**src/rtl/beat_lock_ctrl.sv**
```systemverilog
`timescale 1ns/1ps
module beat_lock_ctrl #(
  parameter int GATE_CYC = 4000,
  parameter int TARGET   = 1000,
  parameter int OW       = 14,
  parameter int MW       = 12,
  parameter int CW       = 12,
  parameter int KSH      = 4,
  parameter int LOCK_THR = 2,
  parameter int LOCK_N   = 8
) (
  input  logic                 clk,
  input  logic                 rst,
  input  logic                 beat_in,
  input  logic                 tx_mode,
  input  logic signed [OW-1:0] off_rx,
  input  logic signed [OW-1:0] off_tx,
  input  logic                 hold,
  input  logic                 mod_stb,
  input  logic signed [MW-1:0] mod_in,
  output logic [CW-1:0]        ctrl_word,
  output logic signed [OW+3:0] err_out,
  output logic                 gate_vld,
  output logic                 locked
);
  localparam int EW   = OW + 4;
  localparam int GW   = $clog2(GATE_CYC);
  localparam int CNTW = $clog2(GATE_CYC + 1);
  localparam int RW   = $clog2(LOCK_N + 1);
  localparam int SW   = CW + EW + 1;
  localparam int MAXC = (1 << CW) - 1;
  localparam logic [CW-1:0] MID = CW'(1 << (CW - 1));

  logic [2:0]             sync_q;
  logic [GW-1:0]          gcnt;
  logic [CNTW-1:0]        ecnt;
  logic signed [MW-1:0]   mod_q;
  logic [CW-1:0]          integ;
  logic [RW-1:0]          run;
  logic                   mode_q;
  logic signed [OW-1:0]   rxo_q, txo_q;

  wire                    edge_w   = sync_q[1] & ~sync_q[2];
  wire                    gate_end = gcnt == GW'(GATE_CYC - 1);
  wire [CNTW-1:0]         meas     = ecnt + CNTW'(edge_w);
  wire signed [OW-1:0]    off_sel  = tx_mode ? off_tx : off_rx;
  wire signed [EW-1:0]    setpt    = EW'(TARGET) + EW'(off_sel) + EW'(mod_q);
  wire signed [EW-1:0]    err_nx   = setpt - $signed({{(EW-CNTW){1'b0}}, meas});
  wire signed [SW-1:0]    isum     = $signed({{(SW-CW){1'b0}}, integ}) + SW'(err_out >>> KSH);
  wire signed [SW-1:0]    osum     = $signed({{(SW-CW){1'b0}}, integ}) + SW'(mod_q);
  wire                    chg      = (tx_mode != mode_q) || (off_rx != rxo_q) || (off_tx != txo_q);
  wire                    lock_ok  = (err_out <= EW'(LOCK_THR)) && (err_out >= -EW'(LOCK_THR));

  assign locked = run == RW'(LOCK_N);

  function automatic logic [CW-1:0] clip(input logic signed [SW-1:0] v);
    if (v < 0) return '0;
    if (v > SW'(MAXC)) return CW'(MAXC);
    return v[CW-1:0];
  endfunction

  always_ff @(posedge clk) begin
    mode_q <= tx_mode;
    rxo_q  <= off_rx;
    txo_q  <= off_tx;
    if (rst) begin
      sync_q    <= '0;
      gcnt      <= '0;
      ecnt      <= '0;
      err_out   <= '0;
      gate_vld  <= 1'b0;
      mod_q     <= '0;
      integ     <= MID;
      ctrl_word <= MID;
      run       <= '0;
    end else begin
      sync_q   <= {sync_q[1:0], beat_in};
      gate_vld <= gate_end;
      if (gate_end) begin
        gcnt    <= '0;
        ecnt    <= '0;
        err_out <= err_nx;
      end else begin
        gcnt <= gcnt + GW'(1);
        ecnt <= meas;
      end
      if (mod_stb) mod_q <= mod_in;
      if (!hold) begin
        if (gate_vld) integ <= clip(isum);
        ctrl_word <= clip(osum);
      end
      if (chg) run <= '0;
      else if (gate_vld) begin
        if (!lock_ok) run <= '0;
        else if (!locked) run <= run + RW'(1);
      end
    end
  end
endmodule


```
**config.mk**
```make
export PLATFORM = sky130hd
export DESIGN_NAME = beat_lock_ctrl
export DESIGN_NICKNAME = d
export VERILOG_FILES = /design/src/rtl/beat_lock_ctrl.sv
export SDC_FILE = /design/constraint.sdc
export NUM_CORES = 1
export LEC_CHECK = 0
export BUFFER_PORTS_ARGS = -buffer_cell sky130_fd_sc_hd__buf_2
export CORE_ASPECT_RATIO = 1.2
export CORE_MARGIN = 1
export CORE_UTILIZATION = 50
export DETAILED_ROUTE_END_ITERATION = 8
export PLACE_DENSITY = 0.83
export SYNTH_ARGS = -nofsm -noshare
export SYNTH_HDL_FRONTEND = slang
export SYNTH_SLANG_ARGS = --single-unit
```
**constraint.sdc**
```tcl
create_clock -name clk -period 4.1 [get_ports clk]
set_input_delay 0.615 -clock clk [delete_from_list [all_inputs] [get_ports clk]]
set_output_delay 0.615 -clock clk [all_outputs]
set_load 0.005 [all_outputs]
```
==> flow_summary.ini <==
[timing]
tns_ps = 0
skew_ps = 7.539
hold_viol_final = 0
setup_viol = 0
tightest_slew_ps = 887.5
final_max_slew_viol_count = 0
rsz0062_at_grt = no
slew_headroom_pct = 40.62
setup_slack_ps = 154.8
fmax_ghz = 0.2535
period_needed_ps = 3945
min_period_over_period_pct = 96.22

[critical_path]
cp-start-kind = register
rr_worst_depth = 16
critical_path_arrival_ps = 4200
required_ps = 4360
end_kind = register
r2r-start = sync_q[1]
crit_path_end = err_out[13]
r2r_end = err_out[13]
path_max_fanout = 5
cp-startpoint = sync_q[1]
rrSetupSlack_ps = 150
path_class = reg2reg

[clock_tree]
cts.sinks = 114
cts-root-buf = clkbuf_16
insertion_delay_ps = 420
htree_levels = 4
clockBufferDepth = 2
cts_tree = built
numCtsBuffers = 17
clk_pin_slew_ps = 60
post_cts_buffers = 0

[floorplan]
ioPinCount = 78
num_rows = 45
die-area_um2 = 13840
die_h_um = 128.7
initial_core_util_pct = 52.10
die_x_um = 107.6
core_region_area_um2 = 12840

[global_routing]
grt_max_degree = 46
grt_pass1_wl_um = 27460
grt_pass1_vias = 5720
grt_use_total_pct = 25.81
grt_antenna_before_repair = 0
grt.overflow.total = 0

[synth]
synth-edff-count = 0
async_flop_share_pct = 0
synth_area_um2 = 6688
yosysSeqAreaShare_pct = 34.13
ys_warn_count = 0
syn_nets = 860
ys.flop_type = dfxtp_1
synth_area_per_cell_um2 = 9.074
synth.ff_latch_count = 114
yosysUniqueCellTypes = 62
syn_inst = 737

[detailed_routing]
dr.first_iter.drc_count = 466
drcViolationCount = 0
first_pass_iters = 5
wl_um = 17060
avgRoutedWirePerCell_um = 17.11
routed_via_density = 5.725
num_vias = 5708
ant_nets = 0

[cells_and_area]
drive_gt1_share_pct = 19.09
final_area_um2 = 7964
antenna_cells = 0
n_fill_cell = 1019
area_growth_syn_to_layout_pct = 19.08
layout.nets = 943

[power_and_ir_drop]
leakagePower_nw = 3.620
p_per_area_nw_per_um2 = 405.2
peakVddDrop_v = 0.0003047

[placement]
place_area_um2 = 7223
dp_slack_ps = 15.16
gp_congestion = 0.8830
portBuffers = 77
hpwlAfterDp_um = 12340

[status]
outcome = finished clean

[job]
cap_violations = 0

[worst_hold_path]
hp-class = in2reg
-- critical path, cell delays in order, from the launching register on --
cell and delay, ps:
dfxtp_1 340, nor2b_2 170, ha_2 230, ha_4 190, nand3_1 140, xnor2_2 190, fa_1 500, inv_1 40
ha_1 290, ha_1 370, o21ai_1 210, o21a_1 190, o32ai_2 100, o41ai_2 370, buf_4 180, xor2_1 170
a211oi_1 100
-- cell usage in the layout (no fill, tap or decap), types with 4 or more instances in the layout --
cell type	synthesis	layout
mux2_2	5	5
a211oi_1	12	10
ha_2	0	4
clkbuf_16	0	17
nor4_1	8	8
clkinv_4	0	5
nor2_1	69	67
o21ai_0	29	25
buf_2	2	78
a211o_1	8	8
nand2_1	51	51
nor3_1	9	9
inv_6	0	4
ha_1	63	57
o21a_1	7	7
mux2i_1	22	22
nor2b_1	5	4
and2_1	16	16
inv_1	58	58
fa_1	14	13
a31oi_1	8	8
xnor2_1	57	54
o21ai_1	4	7
nand3_1	18	17
nand4_1	19	19
xor2_1	23	22
a21o_1	12	12
a21oi_1	31	31
o21bai_1	7	7
a221o_2	9	9
dfxtp_1	114	114
-- report_power, final --
part           leakage (nW)  total (mW)  switching [mW]  internal [mW]
logic                  2.39       0.557           0.309          0.248
registers             0.934        1.16          0.0237           1.14
clock network         0.293        1.51           0.594          0.912
-- metal layers --
layer / GRT usage [%] / vias up / share of wire (%)
met5: 0 / - / 0
met3: 5.218 / 69 / 6.5
li1: - / 2747 / -
met2: 42.46 / 233 / 46
met1: 31.01 / 2659 / 42
met4: 15.55 / 0 / 5.0
-- metrics by stage --
step                hold WS, ps  power, mW  std cells  utilization (%)
floorplan                 413.8      1.540        737                -
finish                    331.5      3.227        997            62.04
global placement          445.5      1.664        964            56.27
global route              323.1      3.338        997            62.04
CTS                       323.5      3.190        996            61.16
detailed placement        446.4      1.674        964            56.27
-- worst min-delay path by stage --
stage / startpoint / endpoint / slack (ps) / cells after the start
3_5_place_dp: sync_q[0] / sync_q[1] / 450 / 1
2_1_floorplan: sync_q[0] / sync_q[1] / 410 / 1
3_3_place_gp: gcnt[0] / gcnt[0] / 450 / 1
5_1_grt: off_rx[10] / rxo_q[10] / 320 / 1
4_1_cts: off_rx[10] / rxo_q[10] / 320 / 1
6_report: off_rx[10] / rxo_q[10] / 330 / 1
-- Yosys cell counts (all sizes together) (2+ instances only) --
cell type	n	area share (%)
a21boi	3	0.51
nor2	69	3.9
a221o	9	1.5
nand4	19	1.8
o21ai	33	2.5
nand3b	2	0.22
mux2	5	0.84
o21a	7	0.79
and2	16	1.5
or2	2	0.19
nand2b	3	0.28
a211oi	12	1.3
a31oi	8	0.75
nand2	51	2.9
xor2	23	3.0
mux2i	22	3.3
dfxtp	114	34
a21o	13	1.5
fa	14	4.2
and3	2	0.21
xnor2	57	7.5
nor2b	5	0.47
or4	3	0.39
o32ai	2	0.37
a21oi	32	2.5
nand3	18	1.3
a211o	8	1.0
o31ai	3	0.34
o311ai	2	0.26
buf	7	0.60
o21bai	7	0.79
o211ai	2	0.22
or3	3	0.28
inv	58	3.3
clkbuf	10	0.56
nor4	8	0.75
nor3	10	0.82
ha	63	12
-- flip-flops by register name, summed over array words and instances, names as in the netlist --
| name | count |
|---|---|
| mode_q | 1 |
| sync_q | 3 |
| txo_q | 14 |
| run | 4 |
| rxo_q | 14 |
| gcnt | 12 |
| err_out | 17 |
| gate_vld | 1 |
| mod_q | 12 |
| ctrl_word | 12 |
| integ | 12 |
| ecnt | 12 |
-- what timing repair did --
item	4_1_cts	5_1_grt
pin swaps	0	6
hold buffers	0	0
hold endpoints to repair	0	0
gates resized for setup	5	24
setup endpoints to repair	3	7
-- cell families after synthesis --
| group | after synthesis | share of synthesized area [%] |
|---|---|---|
| compound gates | 149 | 15.42 |
| xor+xnor | 80 | 10.48 |
| fa+ha+maj | 77 | 15.98 |
| buf+inv | 76 | 4.472 |
| flops | 114 | 34.13 |
| mux | 27 | 4.135 |
| simple gates | 214 | 15.40 |
-- layout make-up --
type	count	area, um2	area share, %
inverter	59	221.5	2.781
clock buffer	17	425.4	5.342
timing repair buffer	81	412.9	5.185
sequential	114	2282	28.66
clock inverter	15	173.9	2.184
multi-input combinational	547	4243	53.28
tap	164	205.2	2.577
(Power assumes the default switching activity.)
